## src/rtl/i2c_eeprom_rd.sv

```systemverilog
module i2c_eeprom_rd #(
  parameter logic [6:0] DEV_ADDR = 7'h50,
  parameter int AW = 12
) (
  input  logic          clk,
  input  logic          rst_n,
  input  logic          scl_i,
  input  logic          sda_i,
  input  logic          busy,
  input  logic [7:0]    mem_rdata,
  output logic [AW-1:0] mem_addr,
  output logic          sda_oe
);
  typedef enum logic [2:0] {IDLE, HDR, WRX, TX, MACK} st_t;

  logic [2:0] scl_p, sda_p;
  logic scl_s, scl_q, sda_s, sda_q, rise, fall, start, stop;
  st_t st;
  logic [3:0] cnt;
  logic [7:0] sh, tx, hi;
  logic [1:0] nwr;
  logic inack, rw, drv;
  logic [AW-1:0] ptr;

  assign scl_s = scl_p[1];
  assign scl_q = scl_p[2];
  assign sda_s = sda_p[1];
  assign sda_q = sda_p[2];
  assign rise  = scl_s & ~scl_q;
  assign fall  = ~scl_s & scl_q;
  assign start = scl_s & scl_q & sda_q & ~sda_s;
  assign stop  = scl_s & scl_q & ~sda_q & sda_s;
  assign mem_addr = ptr;
  assign sda_oe = drv;

  always_ff @(posedge clk) begin
    if (!rst_n) begin
      scl_p <= 3'b111;
      sda_p <= 3'b111;
    end else begin
      scl_p <= {scl_p[1:0], scl_i};
      sda_p <= {sda_p[1:0], sda_i};
    end
  end

  always_ff @(posedge clk) begin
    if (!rst_n) begin
      st <= IDLE; cnt <= '0; sh <= '0; tx <= '0; hi <= '0; nwr <= '0;
      inack <= 1'b0; rw <= 1'b0; drv <= 1'b0; ptr <= '0;
    end else if (start) begin
      st <= HDR; cnt <= '0; inack <= 1'b0; drv <= 1'b0; nwr <= '0;
    end else if (stop) begin
      st <= IDLE; inack <= 1'b0; drv <= 1'b0;
    end else begin
      case (st)
        HDR, WRX: begin
          if (rise && cnt != 4'd8) begin
            sh <= {sh[6:0], sda_s};
            cnt <= cnt + 4'd1;
          end else if (fall && cnt == 4'd8) begin
            if (!inack) begin
              if (st == HDR) begin
                if (sh[7:1] == DEV_ADDR && !busy) begin
                  drv <= 1'b1; inack <= 1'b1; rw <= sh[0];
                end else st <= IDLE;
              end else begin
                drv <= 1'b1; inack <= 1'b1;
                if (nwr == 2'd0) hi <= sh;
                else if (nwr == 2'd1) ptr <= AW'({hi, sh});
                if (nwr != 2'd2) nwr <= nwr + 2'd1;
              end
            end else begin
              inack <= 1'b0; cnt <= '0;
              if (st == HDR && rw) begin
                st <= TX; tx <= mem_rdata; drv <= ~mem_rdata[7]; ptr <= ptr + 1'b1;
              end else begin
                st <= WRX; drv <= 1'b0;
              end
            end
          end
        end
        TX: begin
          if (rise && cnt != 4'd8) cnt <= cnt + 4'd1;
          else if (fall) begin
            if (cnt == 4'd8) begin
              drv <= 1'b0; st <= MACK; cnt <= '0;
            end else begin
              tx <= {tx[6:0], 1'b0}; drv <= ~tx[6];
            end
          end
        end
        MACK: begin
          if (rise) begin
            sh[0] <= sda_s; cnt <= 4'd1;
          end else if (fall && cnt == 4'd1) begin
            cnt <= '0;
            if (!sh[0]) begin
              st <= TX; tx <= mem_rdata; drv <= ~mem_rdata[7]; ptr <= ptr + 1'b1;
            end else st <= IDLE;
          end
        end
        default: ;
      endcase
    end
  end

  assert_idle_released_R7: assert property (@(posedge clk) disable iff (!rst_n)
    (st == IDLE) |-> !sda_oe);

  assert_busy_nack_R8: assert property (@(posedge clk) disable iff (!rst_n)
    (st == HDR && busy && fall && cnt == 4'd8 && !inack && !start && !stop) |=> !sda_oe);

  assert_ptr_step_R6: assert property (@(posedge clk) disable iff (!rst_n)
    (st != WRX) |=> (ptr == $past(ptr) || ptr == $past(ptr) + 1'b1));

  assert_sda_stable_R10: assert property (@(posedge clk) disable iff (!rst_n)
    (scl_s && scl_q && $past(scl_s && scl_q) && !$past(start || stop)) |-> $stable(sda_oe));
endmodule

```

## config.mk

```make
export PLATFORM = sky130hd
export DESIGN_NAME = i2c_eeprom_rd
export DESIGN_NICKNAME = d
export VERILOG_FILES = /design/src/rtl/i2c_eeprom_rd.sv
export SDC_FILE = /design/constraint.sdc
export NUM_CORES = 1
export LEC_CHECK = 0
export BUFFER_PORTS_ARGS = -buffer_cell sky130_fd_sc_hd__buf_2
export CORE_AREA = 4 4 81 83
export CTS_CLUSTER_DIAMETER = 100
export DETAILED_ROUTE_END_ITERATION = 8
export DIE_AREA = 0 0 85 87
export PLACE_DENSITY_LB_ADDON = 0.12
export SLEW_MARGIN = 20
export SYNTH_ARGS = -nofsm -noshare
export SYNTH_HDL_FRONTEND = slang
export SYNTH_SLANG_ARGS = --single-unit
```

## constraint.sdc

```tcl
create_clock -name clk -period 2.9 [get_ports clk]
set_clock_uncertainty 0.2 [all_clocks]
set_input_delay 0.29 -clock clk [delete_from_list [all_inputs] [get_ports clk]]
set_output_delay 0.29 -clock clk [all_outputs]
set_load 0.01 [all_outputs]
```

==> impl_metrics.py, run 1 <==
metrics = {
    "timing": {
        "setup_ws_ps": 431,
        "slew_headroom_pct": 58.8,
        "whs_ps": 117,
        "hold_viol": 0,
        "tightest_slew_ps": 611,
        "slew_viol_final": 0,
        "layout_min_cycle_time_ps": 2470,
        "fin_crit_sh_pct": 85.1,
        "rsz0062_at_grt": "no",
        "setup_violations": 0,
        "tns_ps": 0,
        "fmax_mhz": 405,
    },
    "logic_synthesis": {
        "synth_xor_area_share_pct": 0.622,
        "synth.yosys.seq_area_share_pct": 34.9,
        "synthCells": 334,
        "synthTopCellsByArea": "dfxtp_1 35%, mux2i_1 7.8%, nor2_1 5.1%",
        "syn_area_sq_mm": 0.00281,
        "synth.top_cell.area_share_pct": 34.9,
        "synth_fa_ha_area_share_pct": 3.11,
        "synth_flop_cell": "dfxtp_1",
        "syn_nets": 354,
        "synth.yosys.warnings": 0,
        "ys_ff_latch": 49,
        "syn_area_per_cell_sq_um": 8.42,
        "synth.area.mux_share_pct": 9.03,
        "synth_simple_gate_area_share_pct": 24.9,
        "async_reset_ff_share_pct": 0,
        "synth_top_family_by_area": "simple AND/OR/NAND/NOR gates",
        "yosys.area.top_type": "dfxtp_1",
        "synth_edf_count": 0,
        "ys_types": 56,
        "synth-compound-area-share_pct": 22.8,
    },
    "setup_path": {
        "slowest_delay_ps": 420,
        "cp_slowest_cell": "or3b_1",
        "worst-setup-path-type": "reg -> reg",
        "critPathCapture": "mem_addr[2]$_SDFFE_PN0P_",
        "start_kind": "register",
        "cp_num_buf_inv": 1,
        "path_cells": "ha_1 -> or3b_1 -> o31a_1 -> a2111oi_4 -> buf_4 -> o21ai_1 -> a32o_1",
        "worstSetupStartpoint": "cnt[0]$_SDFFE_PP0P_",
        "critical_path.endpoint_type": "register",
        "crit_family": "compound AO/OA/AOI/OAI gates",
        "r2r_cells": 7,
        "rr_endpoint": "mem_addr[2]$_SDFFE_PN0P_",
        "ff2ff_setup_slack_ps": 430,
        "timing.rr.start": "cnt[0]$_SDFFE_PP0P_",
        "worstPathRequired_ps": 2910,
        "cp.depth": 7,
        "worst-path-max-fanout": 24,
        "cp_data_arrival_time_ps": 2480,
    },
    "power_and_ir_drop": {
        "p_leak_nw": 1.20,
        "vdd_drop_max_v": 0.000239,
        "power_density_mw_per_mm2": 407,
    },
    "worst_hold_path": {
        "min_path_type": "in -> reg",
        "hold_depth": 2,
    },
    "global_route": {
        "grt_pass1_vias": 2304,
        "grt_pass1_wl_um": 11000,
        "grt_max_degree": 25,
        "grt_usage_pct": 18.0,
        "grt_overflow": 0,
        "antenna_found_initial": 0,
    },
    "die": {
        "num_io_pins": 26,
        "die_y_um": 87,
        "rows": 28,
        "die-area_sq_mm": 0.00740,
        "coreArea_sq_mm": 0.00585,
        "die_x_um": 85,
        "start_util_pct": 48.1,
    },
    "run": {
        "maxCapViolCount": 0,
    },
    "route": {
        "drt_drc_violations_left": 0,
        "vias_per_cell": 5.82,
        "drt_iter0_markers": 169,
        "wl_per_cell_um": 14.8,
        "antenna_left": 0,
        "dr.pass1.iters": 4,
        "num_vias": 2521,
        "drt_wl_total_um": 6420,
    },
    "cts": {
        "htreeDepth": 2,
        "clockRootBuffer": "clkbuf_8",
        "numCtsBuffers": 5,
        "cts_sinks": 49,
        "cts_tree": "built",
        "hold_buffers": 2,
        "postCtsSetupBuffers": 0,
        "ctsResizeCount": 0,
        "clkLatencyLatePin_ps": 310,
        "clock_path_buffers": 2,
        "clk_pin_slew_ps": 100,
    },
    "layout": {
        "area_growth_pct": 11.5,
        "final_cell_mix": "49 x dfxtp_1, 38 x nor2_1, 34 x nand2_1, 25 x a21oi_1, 25 x buf_2",
        "n_antenna_cell": 0,
        "layout_commonest_cell": "dfxtp_1",
        "final_nets": 377,
        "layout-drive-gt1-share_pct": 15.6,
    },
    "place": {
        "portBuffers": 25,
        "dpl.hpwl_um": 4520,
        "gp_congestion": 0.859,
        "preCtsSetupSlack_ps": 451,
    },
    "status": {
        "status": "finished clean",
    },
}
[Yosys cell counts, drive strengths merged, types with 2 or more instances]
library cell / count
mux2: 3
or4: 4
nor4: 2
inv: 6
dfxtp: 49
nand4: 7
a31oi: 4
buf: 12
o21ai: 13
a21oi: 25
and4: 3
a31o: 8
nor2: 38
o32ai: 3
o211ai: 2
nor3b: 2
a2111oi: 2
nand2b: 13
nand2: 35
nand3b: 3
nor2b: 5
or3b: 2
nor3: 6
xnor2: 2
mux2i: 22
and3: 2
a311oi: 10
clkbuf: 10
o31ai: 8
or3: 2
nand3: 7
ha: 7
[layer usage]
| metal | track usage (%) | routed length, um | vias to the layer above |
|---|---|---|---|
| met5 | 0 | 0 | - |
| met2 | 27.3 | 2830 | 61 |
| met1 | 25.7 | 3200 | 1176 |
| met3 | 3.41 | 294 | 10 |
| met4 | 6.33 | 92 | 0 |
| li1 | - | - | 1274 |
[registers in the layout, indices dropped and copies added (netlist names)]
register / flops
sh: 8
scl_p: 3
cnt: 4
sda_p: 3
mem_addr: 12
nwr: 2
st: 3
inack: 1
sda_oe: 1
tx: 7
hi: 4
rw: 1
[power by group]
part	switching [mW]	total, mW	internal (mW)
logic	0.0499	0.0829	0.0330
clock network	0.244	0.502	0.259
registers	0.00922	0.692	0.683
[worst min path at each step]
stage	slack [ps]	endpoint	startpoint
2_1_floorplan	190	scl_p[1]$_SDFF_PN1_	scl_p[0]$_SDFF_PN1_
3_3_place_gp	190	sda_p[1]$_SDFF_PN1_	sda_p[0]$_SDFF_PN1_
3_5_place_dp	190	scl_p[1]$_SDFF_PN1_	scl_p[0]$_SDFF_PN1_
4_1_cts	110	scl_p[1]$_SDFF_PN1_	rst_n
5_1_grt	130	tx[2]$_SDFFE_PN0P_	mem_rdata[2]
6_report	120	scl_p[1]$_SDFF_PN1_	rst_n
[area by class of cell]
type                            instances  area, sq um
Sequential cell                        49          981
Clock buffer                            5         68.8
Timing Repair Buffer                   38          228
Inverter                                6         22.5
Fill cell                             557         2710
Tap cell                               75         93.8
Clock inverter                          3         43.8
Multi-Input combinational cell        257         1700
[through the flow]
step           power (mW)  cell area [sq um]  std cells  utilization [%]
5_1_grt              1.33               3140        433             53.6
3_5_place_dp        0.789               3010        423             51.4
4_1_cts              1.30               3140        433             53.6
2_1_floorplan       0.764               2810        334                -
3_3_place_gp        0.788               3010        423             51.4
6_report             1.28               3140        433             53.6
[cell families after synthesis]
kind of cell               after synthesis
DFF                                     49
and+or+nand+nor                        136
AOI/OAI and AO/OA                       87
muxes                                   25
buffers and inverters                   28
xor gates and xnor gates                 2
adders and majority gates                7
[worst reg2reg max path: cells and delay by family (launching register included)]
family | cells | cell delay [ps]
compound gates | 4 | 840
fa+ha+maj | 1 | 170
flops | 1 | 410
buf+inv | 1 | 310
simple gates | 1 | 420
Note: power is estimated with default switching activity, not from simulation.
==> run 2, diff against run 1 <==
Settings changed: CTS_BUF_LIST from default to sky130_fd_sc_hd__clkbuf_16.
==> run 2 against run 1 <==
Effect of this change: total power rose by 13%; count of clock-buffer cells in the layout unchanged; utilization rose by 0.96 points; largest cell class unchanged.
==> impl_metrics.py, run 2 (synthesis gave the netlist of run 1 again) <==
metrics = {
    "status": {
        "status": "finished clean",
    },
    "layout": {
        "fillers": 548,
        "final_util_pct": 54.6,
        "layout_commonest_cell": "dfxtp_1",
        "final_cell_mix": "49 x dfxtp_1, 38 x nor2_1, 34 x nand2_1, 25 x a21oi_1, 25 x buf_2",
        "final_nets": 377,
        "n_antenna_cell": 0,
        "layout-drive-gt1-share_pct": 15.6,
        "largest_reg_flops": 12,
        "area_growth_pct": 13.5,
    },
    "die": {
        "num_io_pins": 26,
        "start_util_pct": 48.1,
        "die_x_um": 85,
        "rows": 28,
        "coreArea_sq_mm": 0.00585,
        "die_y_um": 87,
        "die-area_sq_mm": 0.00740,
    },
    "global_route": {
        "grt_pass1_wl_um": 11000,
        "antenna_found_initial": 0,
        "grt_pass1_vias": 2309,
        "grt_max_degree": 25,
        "grt_usage_pct": 18.0,
        "grt_overflow": 0,
    },
    "setup_path": {
        "worstPathRequired_ps": 2880,
        "critical_path.endpoint_type": "register",
        "cp_data_arrival_time_ps": 2450,
        "crit_family": "compound AO/OA/AOI/OAI gates",
        "worst-path-max-fanout": 24,
        "cp_num_buf_inv": 1,
        "start_kind": "register",
        "worst-setup-path-type": "reg -> reg",
        "path_cells": "ha_1 -> or3b_1 -> o31a_1 -> a2111oi_4 -> buf_4 -> o21ai_1 -> a32o_1",
        "slowest_delay_ps": 420,
        "cp_slowest_cell": "or3b_1",
    },
    "cts": {
        "cts_tree": "built",
        "clockRootBuffer": "clkbuf_16",
        "clock_path_buffers": 2,
        "clk_pin_slew_ps": 70,
        "cts_sinks": 49,
        "numCtsBuffers": 5,
        "htreeDepth": 2,
        "postCtsSetupBuffers": 0,
        "clkLatencyLatePin_ps": 290,
    },
    "route": {
        "drt_wl_total_um": 6420,
        "dr.pass1.iters": 4,
        "drt_iter0_markers": 162,
        "wl_per_cell_um": 14.8,
        "wl_met2_um": 2830,
        "drt-met1-wl_um": 3210,
        "antenna_left": 0,
        "wl_met3_um": 281,
        "vias_per_cell": 5.82,
        "num_vias": 2519,
        "highest_layer": "met4",
        "drt_drc_violations_left": 0,
    },
    "timing": {
        "layout_min_cycle_time_ps": 2460,
        "fmax_mhz": 406,
        "slew_viol_final": 0,
        "tns_ps": 0,
        "setup_violations": 0,
        "slew_headroom_pct": 57.6,
        "fin_crit_sh_pct": 85.0,
        "hold_viol": 0,
        "whs_ps": 130,
        "tightest_slew_ps": 630,
        "rsz0062_at_grt": "no",
    },
    "power_and_ir_drop": {
        "power_density_mw_per_mm2": 453,
        "p_total_mw": 1.45,
        "vdd_drop_max_v": 0.000295,
        "p_leak_nw": 1.22,
    },
    "run": {
        "maxCapViolCount": 0,
    },
    "worst_hold_path": {
        "min_path_type": "in -> reg",
    },
    "place": {
        "portBuffers": 25,
        "dpl.hpwl_um": 4520,
        "gp_congestion": 0.859,
    },
}
run 2: worst paths after layout:
path,to,cells after the start,startpoint,slack [ps]
setup / recovery,mem_addr[2]$_SDFFE_PN0P_,7,cnt[0]$_SDFFE_PP0P_,440
setup reg to reg,mem_addr[2]$_SDFFE_PN0P_,7,cnt[0]$_SDFFE_PP0P_,440
hold / removal,scl_p[1]$_SDFF_PN1_,2,rst_n,130
hold reg to reg,scl_p[1]$_SDFF_PN1_,1,scl_p[0]$_SDFF_PN1_,210
run 2: repair_timing:
item / in CTS / in global routing
resized for setup: 0 / 0
hold buffers: 2 / 0
hold endpoints to repair: 2 / 0
run 2: stage by stage:
stage | setup slack (ps) | area (sq um) | cells
2_1_floorplan | 649 | 2810 | 334
3_3_place_gp | 509 | 3010 | 423
3_5_place_dp | 451 | 3010 | 423
4_1_cts | 439 | 3190 | 433
5_1_grt | 282 | 3190 | 433
6_report | 436 | 3190 | 433
run 2: layout make-up:
| class | count | area (sq um) | share of cell area, % |
|---|---|---|---|
| multi-input cells | 257 | 1700 | 53.2 |
| clock buffers | 5 | 125 | 3.92 |
| well taps | 75 | 93.8 | 2.94 |
| inverters | 6 | 22.5 | 0.705 |
| clock inverters | 3 | 43.8 | 1.37 |
| repair buffers | 38 | 228 | 7.13 |
| flip-flops and latches | 49 | 981 | 30.7 |
run 2: routing by layer:
metal	vias up	track usage (%)
met5	-	0
met4	0	6.04
met3	9	3.69
met2	59	27.6
met1	1172	25.3
li1	1279	-
run 2: where the power goes:
part,internal [mW],switching [mW]
Sequential,0.683,0.00915
Clock,0.409,0.261
Combinational,0.0330,0.0502
Total,1.12,0.321
==> run 3, diff against run 2 <==
Clock period 2.9 ns to 2.5 ns, I/O delays scaled along.
==> run 3 against run 2 <==
Effect of this change: via count grew 0.95%; fmax increased by 6.7%; total power rose by 9.0%; cell count is 2.1% higher; sequential power is 16% higher; global-route usage grew 0.44 points; final area up 2.2%.
==> impl_metrics.py, run 3 (synthesis gave the netlist of run 1 again) <==
metrics = {
    "status": {
        "status": "finished clean",
    },
    "setup_path": {
        "cp_data_arrival_time_ps": 2300,
        "worstPathRequired_ps": 2490,
        "path_cells": "inv_1 -> ha_1 -> or3b_1 -> o31a_1 -> a2111oi_4 -> buf_12 -> o21ai_1 -> a32o_1",
        "start_kind": "register",
        "slowest_delay_ps": 370,
        "worst-setup-path-type": "reg -> reg",
        "critical_path.endpoint_type": "register",
        "cp_slowest_cell": "or3b_1",
        "cp_num_buf_inv": 2,
        "worst-path-max-fanout": 24,
        "crit_family": "compound AO/OA/AOI/OAI gates",
    },
    "layout": {
        "multi_input_area_sq_mm": 0.00173,
        "final_util_pct": 55.8,
        "area_growth_pct": 16.1,
        "final_cell_mix": "49 x dfxtp_1, 38 x nor2_1, 34 x nand2_1, 25 x a21oi_1, 25 x buf_2",
        "layout_commonest_cell": "dfxtp_1",
        "fillers": 543,
        "largest_reg_flops": 12,
        "layout-drive-gt1-share_pct": 17.7,
        "ff_latch_area_sq_um": 981,
        "n_antenna_cell": 0,
        "final_cell_area_sq_mm": 0.00327,
        "final_nets": 386,
    },
    "cts": {
        "htreeDepth": 2,
        "cts_sinks": 49,
        "cts_tree": "built",
        "postCtsSetupBuffers": 0,
        "clockRootBuffer": "clkbuf_16",
        "numCtsBuffers": 5,
        "clkLatencyLatePin_ps": 290,
        "clk_pin_slew_ps": 70,
        "clock_path_buffers": 2,
    },
    "die": {
        "die_x_um": 85,
        "start_util_pct": 48.1,
        "coreArea_sq_mm": 0.00585,
        "die-area_sq_mm": 0.00740,
        "num_io_pins": 26,
        "rows": 28,
        "die_y_um": 87,
    },
    "timing": {
        "setup_violations": 0,
        "tns_ps": 0,
        "slew_headroom_pct": 54.5,
        "slew_viol_final": 0,
        "layout_min_cycle_time_ps": 2310,
        "rsz0062_at_grt": "no",
        "hold_viol": 0,
        "fmax_mhz": 433,
        "tightest_slew_ps": 675,
        "fin_crit_sh_pct": 92.4,
        "whs_ps": 117,
    },
    "place": {
        "gp_congestion": 0.861,
        "portBuffers": 25,
        "placed_area_sq_mm": 0.00308,
        "dpl.hpwl_um": 4580,
    },
    "route": {
        "antenna_left": 0,
        "drt_drc_violations_left": 0,
        "drt_iter0_markers": 140,
        "vias_per_cell": 5.75,
        "wl_per_cell_um": 15.0,
        "dr.pass1.iters": 4,
        "num_vias": 2543,
        "drt_wl_total_um": 6650,
    },
    "global_route": {
        "antenna_found_initial": 0,
        "grt_pass1_vias": 2357,
        "grt_usage_pct": 18.5,
        "grt_pass1_wl_um": 11200,
        "grt_max_degree": 31,
        "grt_overflow": 0,
    },
    "power_and_ir_drop": {
        "intPower_mw": 1.20,
        "combPwrFrac_pct": 6.7,
        "power.share.clock_pct": 42.4,
        "seqPwrFrac_pct": 50.9,
        "switching_share_pct": 23.6,
        "p_total_mw": 1.58,
        "netSwitchingPower_uw": 372,
        "vdd_drop_max_v": 0.000260,
        "power_density_mw_per_mm2": 483,
        "p_leak_nw": 1.26,
    },
    "worst_hold_path": {
        "min_path_type": "in -> reg",
    },
    "run": {
        "maxCapViolCount": 0,
    },
}
==> run 3: cell types whose count changed in the layout (fill, tap and decap cells not counted) <==
cell | previous run | this run
buf_4 | 11 | 18
buf_12 | 0 | 1
bufinv_16 | 1 | 0
nor4_4 | 0 | 1
nor4_1 | 2 | 1
o22a_2 | 1 | 2
inv_1 | 6 | 7
==> run 3: through the flow <==
step	setup slack (ps)	instances
after global placement	220	431
final	190	442
after CTS	147	441
after global routing	58.9	442
after detailed placement	183	431
after floorplan	249	334
==> run 3: power by group through the flow <==
stage               registers [mW]  clock network [mW]  logic, mW
finish                       0.802               0.669      0.105
global route                 0.804               0.720      0.116
CTS                          0.802               0.688      0.102
detailed placement           0.820                   0     0.0996
global placement             0.820                   0     0.0986
floorplan                    0.817                   0     0.0692
==> run 3: path summary, 6_finish.rpt <==
check                           start                  endpoint  slack (ps)  cells past startpoint
setup / recovery  cnt[1]$_SDFFE_PP0P_  mem_addr[2]$_SDFFE_PN0P_         190                      8
hold / removal           mem_rdata[3]        tx[3]$_SDFFE_PN0P_         120                      3
setup reg to reg  cnt[1]$_SDFFE_PP0P_  mem_addr[2]$_SDFFE_PN0P_         190                      8
hold reg to reg   scl_p[0]$_SDFF_PN1_       scl_p[1]$_SDFF_PN1_         210                      1
==> run 3: timing repair <==
| action | in CTS | in global routing |
|---|---|---|
| resized for setup | 0 | 3 |
| hold buffers | 2 | 0 |
| endpoints found under the setup margin | 0 | 5 |
| hold endpoints to repair | 2 | 0 |
==> run 3: final cells by class <==
cell class / instances / area share (%)
clock inverters: 3 / 0.536
well taps: 75 / 2.87
flip-flops and latches: 49 / 30.0
inverters: 6 / 0.690
repair buffers: 46 / 9.20
multi-input cells: 258 / 52.8
clock buffers: 5 / 3.83
==> run 3: per-layer routing <==
| layer | up-vias | global-route usage (%) | share of wire [%] |
|---|---|---|---|
| li1 | 1301 | - | - |
| met1 | 1184 | 25.4 | 49 |
| met2 | 49 | 29.0 | 46 |
| met3 | 9 | 3.78 | 4.0 |
| met4 | 0 | 6.19 | 1.5 |
| met5 | - | 0 | 0 |
==> run 3: worst min-delay path: cells and delay by family <==
family | cells | cell delay [ps]
AOI/OAI and AO/OA | 1 | 90
buffers and inverters | 1 | 90
muxes | 1 | 120
